<file path="src/rtl/trr_pkg.sv">
package trr_pkg;

    typedef enum logic [1:0] {
        EV_INSN  = 2'b00,
        EV_PLACE = 2'b01,
        EV_EXCBR = 2'b10
    } ev_kind_e;

    typedef struct packed {
        ev_kind_e   kind;
        logic       exc;
        logic [2:0] etype;
        logic       cancel;
        logic       kill;
        logic       dabort;
    } ev_meta_t;

    typedef enum logic [1:0] {
        SQ_PASS = 2'd0,
        SQ_EXC  = 2'd1,
        SQ_VEC  = 2'd2
    } sq_state_e;

    // Builds event metadata; qualifiers only survive when exc is set.
    function automatic ev_meta_t mk_meta(ev_kind_e k, logic exc, logic [2:0] et,
                                         logic cxl, logic kl, logic da);
        ev_meta_t m;
        m.kind   = k;
        m.exc    = exc;
        m.etype  = exc ? et : 3'b000;
        m.cancel = exc & cxl;
        m.kill   = exc & kl;
        m.dabort = exc & da;
        return m;
    endfunction

endpackage

</file>
<file path="src/rtl/trr_gap_track.sv">
module trr_gap_track (
    input  logic clk,
    input  logic rst_n,
    input  logic trc_en_i,
    input  logic dbg_i,
    input  logic prohib_i,
    input  logic mark_i,
    output logic active_o,
    output logic traced_o,
    output logic auto_stop_o
);
    typedef struct packed {
        logic traced;
        logic auto_stop;
    } gap_t;

    gap_t d, q;

    always_comb begin
        d        = q;
        active_o = trc_en_i & ~dbg_i & ~prohib_i;
        if (!active_o) begin
            // Any inactive cycle reopens the gap; the cause seen last is kept.
            d.traced    = 1'b0;
            d.auto_stop = trc_en_i;
        end else if (mark_i) begin
            d.traced = 1'b1;
        end
    end

    always_ff @(posedge clk) begin
        if (!rst_n) q <= '0;
        else        q <= d;
    end

    assign traced_o    = q.traced;
    assign auto_stop_o = q.auto_stop;

    // a traced mark can never coexist with an inactive cycle.
    p_gap_clears_r2: assert property (@(posedge clk) disable iff (!rst_n)
        !active_o |=> !traced_o);

endmodule

</file>
<file path="src/rtl/trr_seq.sv">
module trr_seq #(
    parameter int AW = 32
) (
    input  logic                  clk,
    input  logic                  rst_n,
    input  logic                  active_i,
    input  logic                  traced_i,
    input  logic                  auto_stop_i,
    input  logic                  can_load_i,
    input  logic                  in_valid_i,
    output logic                  in_ready_o,
    input  logic [AW-1:0]         in_addr_i,
    input  logic                  in_exc_i,
    input  logic                  in_exc_reset_i,
    input  logic [2:0]            in_etype_i,
    input  logic                  in_kill_i,
    input  logic                  in_dabort_i,
    input  logic                  in_xcancel_i,
    output logic                  load_o,
    output logic [AW-1:0]         ld_addr_o,
    output trr_pkg::ev_meta_t     ld_meta_o,
    output logic                  mark_o
);
    import trr_pkg::*;

    typedef struct packed {
        sq_state_e     st;
        logic [AW-1:0] addr;
        logic [2:0]    etype;
        logic          kill;
        logic          dabort;
    } seq_t;

    seq_t d, q;
    logic accept;
    logic inject;

    always_comb begin
        d          = q;
        in_ready_o = 1'b0;
        load_o     = 1'b0;
        mark_o     = 1'b0;
        ld_addr_o  = '0;
        ld_meta_o  = mk_meta(EV_INSN, 1'b0, 3'b000, 1'b0, 1'b0, 1'b0);
        inject     = in_exc_i & ~in_exc_reset_i & ~traced_i & auto_stop_i;
        accept     = 1'b0;
        unique case (q.st)
            SQ_PASS: begin
                in_ready_o = can_load_i | ~active_i;
                accept     = in_valid_i & in_ready_o;
                if (accept && active_i) begin
                    mark_o    = 1'b1;
                    load_o    = 1'b1;
                    ld_addr_o = in_addr_i;
                    if (inject) begin
                        ld_meta_o = mk_meta(EV_PLACE, 1'b0, 3'b000, 1'b0, 1'b0, 1'b0);
                        d.st      = SQ_EXC;
                        d.addr    = in_addr_i;
                        d.etype   = in_etype_i;
                        d.kill    = in_kill_i;
                        d.dabort  = in_dabort_i;
                    end else begin
                        // Exceptions are reportable only after a traced instruction.
                        ld_meta_o = mk_meta(EV_INSN, in_exc_i & traced_i, in_etype_i,
                                            in_xcancel_i, in_kill_i, in_dabort_i);
                    end
                end
            end
            SQ_EXC: begin
                if (can_load_i) begin
                    load_o    = 1'b1;
                    ld_addr_o = q.addr;
                    ld_meta_o = mk_meta(EV_EXCBR, 1'b1, q.etype, 1'b1, q.kill, q.dabort);
                    d.st      = SQ_VEC;
                end
            end
            SQ_VEC: begin
                if (can_load_i) begin
                    load_o    = 1'b1;
                    ld_addr_o = q.addr;
                    ld_meta_o = mk_meta(EV_INSN, 1'b0, 3'b000, 1'b0, 1'b0, 1'b0);
                    d.st      = SQ_PASS;
                end
            end
            default: d.st = SQ_PASS;
        endcase
    end

    always_ff @(posedge clk) begin
        if (!rst_n) begin
            q.st     <= SQ_PASS;
            q.addr   <= '0;
            q.etype  <= '0;
            q.kill   <= 1'b0;
            q.dabort <= 1'b0;
        end else begin
            q <= d;
        end
    end

    // input held off for the whole of an injection.
    p_stall_inject_r6: assert property (@(posedge clk) disable iff (!rst_n)
        (accept && active_i && inject) |=> !in_ready_o);

    // a reset exception never opens an injection.
    p_no_reset_inject_r7: assert property (@(posedge clk) disable iff (!rst_n)
        (accept && in_exc_reset_i) |=> (q.st == SQ_PASS));

endmodule

</file>
<file path="src/rtl/trr_out_stage.sv">
module trr_out_stage #(
    parameter int AW = 32
) (
    input  logic              clk,
    input  logic              rst_n,
    input  logic              load_i,
    input  logic [AW-1:0]     addr_i,
    input  trr_pkg::ev_meta_t meta_i,
    input  logic              out_ready_i,
    output logic              can_load_o,
    output logic              out_valid_o,
    output logic [AW-1:0]     out_addr_o,
    output trr_pkg::ev_meta_t out_meta_o
);
    import trr_pkg::*;

    typedef struct packed {
        logic          v;
        logic [AW-1:0] addr;
        ev_meta_t      meta;
    } ostg_t;

    ostg_t d, q;

    always_comb begin
        d          = q;
        can_load_o = ~q.v | out_ready_i;
        if (load_i) begin
            d.v    = 1'b1;
            d.addr = addr_i;
            d.meta = meta_i;
        end else if (out_ready_i) begin
            d.v = 1'b0;
        end
    end

    always_ff @(posedge clk) begin
        if (!rst_n) begin
            q.v    <= 1'b0;
            q.addr <= '0;
            q.meta <= mk_meta(EV_INSN, 1'b0, 3'b000, 1'b0, 1'b0, 1'b0);
        end else begin
            q <= d;
        end
    end

    assign out_valid_o = q.v;
    assign out_addr_o  = q.addr;
    assign out_meta_o  = q.meta;

    // a stalled event stays put.
    p_hold_stable_r10: assert property (@(posedge clk) disable iff (!rst_n)
        (out_valid_o && !out_ready_i) |=> (out_valid_o && $stable(out_addr_o) && $stable(out_meta_o)));

endmodule

</file>
<file path="src/rtl/trace_resume_injector.sv">
module trace_resume_injector #(
    parameter int AW = 32
) (
    input  logic          clk,
    input  logic          rst_n,
    input  logic          trc_en_i,
    input  logic          dbg_i,
    input  logic          prohib_i,
    input  logic          in_valid_i,
    output logic          in_ready_o,
    input  logic [AW-1:0] in_addr_i,
    input  logic          in_exc_i,
    input  logic          in_exc_reset_i,
    input  logic [2:0]    in_etype_i,
    input  logic          in_kill_i,
    input  logic          in_dabort_i,
    input  logic          in_xcancel_i,
    output logic          out_valid_o,
    input  logic          out_ready_i,
    output logic [1:0]    out_kind_o,
    output logic [AW-1:0] out_addr_o,
    output logic          out_exc_o,
    output logic [2:0]    out_etype_o,
    output logic          out_cancel_o,
    output logic          out_kill_o,
    output logic          out_dabort_o
);
    import trr_pkg::*;

    logic          active, traced, auto_stop, mark;
    logic          can_load, load;
    logic [AW-1:0] ld_addr;
    ev_meta_t      ld_meta, o_meta;

    trr_gap_track u_gap (
        .clk         (clk),
        .rst_n       (rst_n),
        .trc_en_i    (trc_en_i),
        .dbg_i       (dbg_i),
        .prohib_i    (prohib_i),
        .mark_i      (mark),
        .active_o    (active),
        .traced_o    (traced),
        .auto_stop_o (auto_stop)
    );

    trr_seq #(.AW(AW)) u_seq (
        .clk            (clk),
        .rst_n          (rst_n),
        .active_i       (active),
        .traced_i       (traced),
        .auto_stop_i    (auto_stop),
        .can_load_i     (can_load),
        .in_valid_i     (in_valid_i),
        .in_ready_o     (in_ready_o),
        .in_addr_i      (in_addr_i),
        .in_exc_i       (in_exc_i),
        .in_exc_reset_i (in_exc_reset_i),
        .in_etype_i     (in_etype_i),
        .in_kill_i      (in_kill_i),
        .in_dabort_i    (in_dabort_i),
        .in_xcancel_i   (in_xcancel_i),
        .load_o         (load),
        .ld_addr_o      (ld_addr),
        .ld_meta_o      (ld_meta),
        .mark_o         (mark)
    );

    trr_out_stage #(.AW(AW)) u_out (
        .clk         (clk),
        .rst_n       (rst_n),
        .load_i      (load),
        .addr_i      (ld_addr),
        .meta_i      (ld_meta),
        .out_ready_i (out_ready_i),
        .can_load_o  (can_load),
        .out_valid_o (out_valid_o),
        .out_addr_o  (out_addr_o),
        .out_meta_o  (o_meta)
    );

    assign out_kind_o   = o_meta.kind;
    assign out_exc_o    = o_meta.exc;
    assign out_etype_o  = o_meta.etype;
    assign out_cancel_o = o_meta.cancel;
    assign out_kill_o   = o_meta.kill;
    assign out_dabort_o = o_meta.dabort;

    // an event swallowed during a gap leaves nothing on a drained output.
    p_drop_inactive_r2: assert property (@(posedge clk) disable iff (!rst_n)
        (in_valid_i && in_ready_o && !(trc_en_i && !dbg_i && !prohib_i)
         && (!out_valid_o || out_ready_i)) |=> !out_valid_o);

    // the reserved kind code never appears.
    p_legal_kind_r3: assert property (@(posedge clk) disable iff (!rst_n)
        out_valid_o |-> (out_kind_o != 2'b11));

    // a taken placeholder is followed at once by a canceling exception branch.
    p_ph_then_exc_r5: assert property (@(posedge clk) disable iff (!rst_n)
        (out_valid_o && out_ready_i && out_kind_o == 2'b01)
        |=> (out_valid_o && out_kind_o == 2'b10 && out_cancel_o && out_exc_o));

    // a taken exception branch is followed by the vector instruction at its address.
    p_exc_then_vec_r5: assert property (@(posedge clk) disable iff (!rst_n)
        (out_valid_o && out_ready_i && out_kind_o == 2'b10)
        |=> (out_valid_o && out_kind_o == 2'b00 && !out_exc_o && out_addr_o == $past(out_addr_o)));

    // qualifiers are silent on events without an exception.
    p_qual_mask_r9: assert property (@(posedge clk) disable iff (!rst_n)
        (out_valid_o && !out_exc_o) |-> (!out_cancel_o && !out_kill_o && !out_dabort_o && out_etype_o == 3'b000));

endmodule

</file>
<file path="config.mk">
export PLATFORM = sky130hd
export DESIGN_NAME = trace_resume_injector
export DESIGN_NICKNAME = d
export VERILOG_FILES = /design/src/rtl/trr_pkg.sv /design/src/rtl/trr_gap_track.sv /design/src/rtl/trr_seq.sv /design/src/rtl/trr_out_stage.sv /design/src/rtl/trace_resume_injector.sv
export SDC_FILE = /design/constraint.sdc
export NUM_CORES = 1
export LEC_CHECK = 0
export CORE_ASPECT_RATIO = 1.75
export CORE_MARGIN = 3
export CORE_UTILIZATION = 30
export DETAILED_ROUTE_END_ITERATION = 8
export PLACE_DENSITY = 0.55
export SLEW_MARGIN = 20
export SYNTH_ARGS = -nofsm -noshare
export SYNTH_HDL_FRONTEND = slang
export SYNTH_HIERARCHICAL = 1
export SYNTH_SLANG_ARGS = --single-unit
</file>
<file path="constraint.sdc">
create_clock -name clk -period 2 [get_ports clk]
set_input_delay 0.3 -clock clk [delete_from_list [all_inputs] [get_ports clk]]
set_output_delay 0.3 -clock clk [all_outputs]
set_load 0.05 [all_outputs]
</file>
* Word level (Yosys, flattened, before mapping)
Cells that the tools add are included.
Cells by class: eq/ne operators 6, multiplexer cells 20, bitwise logic cells 18, reductions and logical operators 7
Operators with widths (count):
- $mux W39 | 2
- $mux W32 | 2
- $pmux W32 S2 | 1
- $pmux W9 S2 | 1
- $mux W8 | 2
- $and A1 B1 Y1 | 10
- $mux W9 | 1
- $ne A2 B1 Y1 const B | 4
- $mux W1 | 6
- $not A1 Y1 | 6
- $pmux W2 S3 | 1
- $mux W2 | 2
- $reduce_and A4 Y1 | 1
- $mux W3 | 1
- $reduce_and A3 Y1 | 1
- $eq A2 B1 Y1 const B | 1
- $eq A2 B2 Y1 const B | 1
- $logic_not A2 Y1 | 1
- $or A1 B1 Y1 | 2
- $pmux W1 S2 | 1
- $reduce_and A2 Y1 | 1
- $reduce_bool A2 Y1 | 1
- $reduce_or A2 Y1 | 1
- $logic_and A1 B1 Y1 | 1
Storage, ports and cells: register bits after elaboration 83, word-level logic and storage cells 66

* Depth between registers and ports, before layout
depth after elaboration 10, mapped depth 11, depth with buffers taken out 7

* Modules after synthesis
Netlist, hierarchy kept.
Modules (own cells, without submodules):
- trr_seq | times used 1, cells an instance 275, area an instance 2195.9 µm²
- trr_out_stage | times used 1, cells an instance 136, area an instance 1631.6 µm²
- trr_gap_track | times used 1, cells an instance 8, area an instance 76.3 µm²

* Worst setup path before layout
OpenSTA, ideal clock, no wires.
path kind register to output, start point register u_out.q (netlist bit u_out/out_valid_o), end point output port in_ready_o, data arrival time 1.866 ns, data required time 1.700 ns, slack -0.166 ns, cell stages (with the launch flop) 4, path buffers 0, cells stage by stage dfxtp_1 nand2b_1 inv_1 a21boi_0
On the way: word-level cells in the longest chain between the ends 4
Ends and longest elaborated chain:
- start: declaration | line trr_out_stage.sv:23 | ostg_t d, q;
- $not A1 Y1 | line trr_out_stage.sv:27 | can_load_o = ~q.v | out_ready_i;
- $or A1 B1 Y1 | line trr_out_stage.sv:27
- named net can_load | line trace_resume_injector.sv:31 | logic can_load, load;
- $or A1 B1 Y1 | line trr_seq.sv:49 | in_ready_o = can_load_i | ~active_i;
- $mux W1 | line trr_seq.sv:47 | unique case (q.st)
- end: declaration | line trace_resume_injector.sv:10 | output logic in_ready_o,
The timed path passes the listed nets, and every way through them passes these cells.

==> run_results.csv <==
group,metric,value,unit
timing,finalMaxSlewViolations,0,
critical_path,end_kind,"register",
drt,ant_nets,0,
yosys,postSynthCellCount,419,
critical_path,reg2reg_to,"u_out/out_meta_o[6]$_SDFFE_PN0P_",
cts,cts_hold_buf,0,
timing,whs,0.3891,ns
cts,h-tree-depth,3,
drt,wl_per_cell,14.62,um
yosys,synthAdderAreaFrac,1.603,%
timing,max_slew_margin,64.43,%
hold_path,whs_path_depth,3,
final_layout,syn2layout_area_growth,34.68,%
critical_path,worstRegToRegCells,9,
floorplan,die_w,92.23,um
drt,vias,3134,
floorplan,ios,90,
yosys,ys_async_sr_fraction,0,%
global_routing,grt_max_degree,59,
yosys,synthXorXnorAreaFrac,0,%
critical_path,path_class,"reg2reg",
drt,drc_errors,0,
critical_path,r2r_setup_slack,0.10,ns
power_and_ir_drop,power.switching,746.0,uW
cts,cts.sinks,83,
final_layout,drive_gt1_share,8.498,%
power_and_ir_drop,clkPwrFrac,43.7,%
yosys,synth_top_family_by_area,"multiplexers",
critical_path,critPathArrivalTime,2.12,ns
yosys,synth_ff_type,"dfxtp_1",
yosys,synth_edf_count,0,
yosys,synth-simple-area-share,20.10,%
cts,cts_setup_buffers,0,
yosys,synth.most_common_cell,"dfxtp_1",
global_routing,grt_pass1_vias,3104,
power_and_ir_drop,power.total,3409,uW
placement,gp_congestion,0.7472,
timing,skew,0.005784,ns
run_status,status,"completed",
placement,io_buffer_count,89,
yosys,synth_seq_area_share,42.56,%
final_layout,register_area,1663,sq um
floorplan,dieArea,14470,sq um
final_layout,fill_cells,1266,
power_and_ir_drop,switching_share,21.88,%
critical_path,crit_fanout,7,
yosys,synth.area.mux_share,20.26,%
yosys,synthTopCellsByArea,"dfxtp_1 (43%), mux2i_1 (20%), nand2_1 (7.5%)",
cts,root_buffer,"clkbuf_16",
yosys,synth_seq_cells,83,
power_and_ir_drop,ir_drop,464.3,uV
critical_path,startpoint_type,"register",
floorplan,start_util,31.06,%
drt,wl,9855,um
timing,fmaxAchievable,526.6,MHz
cts,clkTransAtPathRegs,0.06,ns
floorplan,placementRows,54,
yosys,synth_top_area_share,42.56,%
power_and_ir_drop,comb_power_share,7.6,%
drt,vias_per_cell,4.650,
cts,clock_latency,0.33,ns
global_routing,grtUsageTotal,14.04,%
yosys,synth.distinct_cells,32,
final_layout,diodes,0,
drt,drtIter0Drc,90,
timing,rsz0062_at_grt,"no",
global_routing,grt_first_pass_wirelength,16070,um
timing,final-hold-violation-count,0,
placement,hpwl,6999,um
critical_path,cp_data_required_time,2.22,ns
timing,tightest_slew,0.5319,ns
floorplan,coreArea,12570,sq um
yosys,ys.warnings.count,6,
final_layout,multiInputGateArea,1984,sq um
power_and_ir_drop,p_per_area,648.4,nW/um^2
drt,first_pass_iters,4,
final_layout,layout.nets,554,
floorplan,die_h,156.9,um
yosys,synth_common_cells,"dfxtp_1 (83), mux2i_1 (79), nand2_1 (78), nor2b_1 (41), nor2_1 (36)",
timing,fin_crit,1.899,ns
power_and_ir_drop,leakage,0.001832,uW
yosys,yosys.area.top_type,"dfxtp_1",
power_and_ir_drop,p_seq_share,48.7,%
yosys,synth_compound_area_share,8.558,%
cts,clk_path_buf_depth,2,
timing,period_share,94.94,%
yosys,synth.avg_cell_area,9.317,sq um
critical_path,r2r-start,"u_seq/q[38]$_SDFFE_PN0P_",
hold_path,hp-start,"rst_n",
yosys,synth_area,3904,sq um
global_routing,grt-ovfl-total,0,
cts,cts_buffers,9,
yosys,synth_fp_nets,471,
cts,cts_tree,"yes",
global_routing,antenna_found_initial,0,
hold_path,hold_end,"u_seq/q[28]$_SDFFE_PN0P_",
power_and_ir_drop,p_int,2663,uW
timing,setup_viol,0,
hold_path,min_path_type,"in2reg",
cts,ctsResizeCount,0,
run,max_cap_violations,0,
-- stage by stage --
step	cell area, sq um	TNS (ns)	setup slack (ns)	utilization [%]	instances
4_1_cts	5253	0	0.08034	41.80	674
2_1_floorplan	3906	0	0.01578	-	419
3_3_place_gp	4991	-12.83	-0.2351	39.72	659
5_1_grt	5258	0	0.02967	41.84	674
6_report	5258	0	0.1012	41.84	674
3_5_place_dp	4991	-14.86	-0.2550	39.72	659
-- power by group through the flow --
stage	registers (uW)	clock network, uW	logic (uW)
CTS	1660	1550	261
detailed placement	1700	0	260
finish	1660	1490	258
global route	1660	1610	281
global placement	1700	0	258
floorplan	1700	0	115
-- final cells by class --
type                       count  area share (%)
multi-input combinational    295           37.74
sequential                    83           31.63
timing repair buffer         109           21.37
inverter                       4          0.2856
clock buffer                  12           4.688
tap                          168           3.998
clock inverter                 3          0.2856
-- worst max-delay path by stage --
stage / slack [ns] / from / to / cells after the start
2_1_floorplan: 0.02 / u_seq/q[37]$_SDFFE_PN0P_ / u_out/out_addr_o[0]$_SDFFE_PN0P_ / 11
4_1_cts: 0.08 / trc_en_i / u_out/out_meta_o[1]$_SDFFE_PN0P_ / 8
6_report: 0.10 / u_seq/q[38]$_SDFFE_PN0P_ / u_out/out_meta_o[6]$_SDFFE_PN0P_ / 9
3_5_place_dp: -0.25 / trc_en_i / u_out/out_meta_o[1]$_SDFFE_PN0P_ / 8
5_1_grt: 0.03 / u_seq/q[38]$_SDFFE_PN0P_ / u_out/out_meta_o[6]$_SDFFE_PN0P_ / 9
3_3_place_gp: -0.24 / trc_en_i / u_out/out_addr_o[5]$_SDFFE_PN0P_ / 8
-- layer usage --
layer	GRT usage [%]	vias to the layer above	share of wire, %	routed length, um
met3	2.774	20	3.8	379
met2	25.66	71	53	5247
li1	-	1563	-	-
met4	7.016	0	3.2	313
met5	0	-	0	0
met1	15.30	1480	40	3915
-- logic make-up (layout without fill, tap and decap cells) --
kind of cell | Yosys count | in the layout
DFF | 83 | 83
and+or+nand+nor | 168 | 168
AOI/OAI and AO/OA | 43 | 43
muxes | 79 | 79
adders and majority gates | 5 | 5
buffers and inverters | 41 | 128
-- critical path, stage by stage, from the launching register on --
cell	delay (ns)
dfxtp_1	0.33
inv_1	0.08
ha_1	0.20
and4_1	0.24
buf_4	0.16
and3_1	0.17
buf_4	0.16
or2_2	0.27
mux2i_1	0.13
nor2b_1	0.06
-- sequential cells by signal (all words and copies together), names as in the netlist --
name	count
u_out/out_meta_o	9
u_out/out_valid_o	1
u_gap/traced_o	1
u_out/out_addr_o	32
u_gap/auto_stop_o	1
u_seq/q	39
-- cells in the final DEF, fill, tap and decap left out, types with 3 or more instances in the layout --
master and n:
clkdlybuf4s50_1 87, dfxtp_1 82, mux2i_1 79, nand2_1 78
nor2b_1 41, nor2_1 35, a22oi_1 32, buf_4 15
clkbuf_16 9, buf_12 7, a22o_1 5, ha_1 5
inv_1 4, clkinv_2 3
Note: power is estimated with default switching activity, not from simulation.
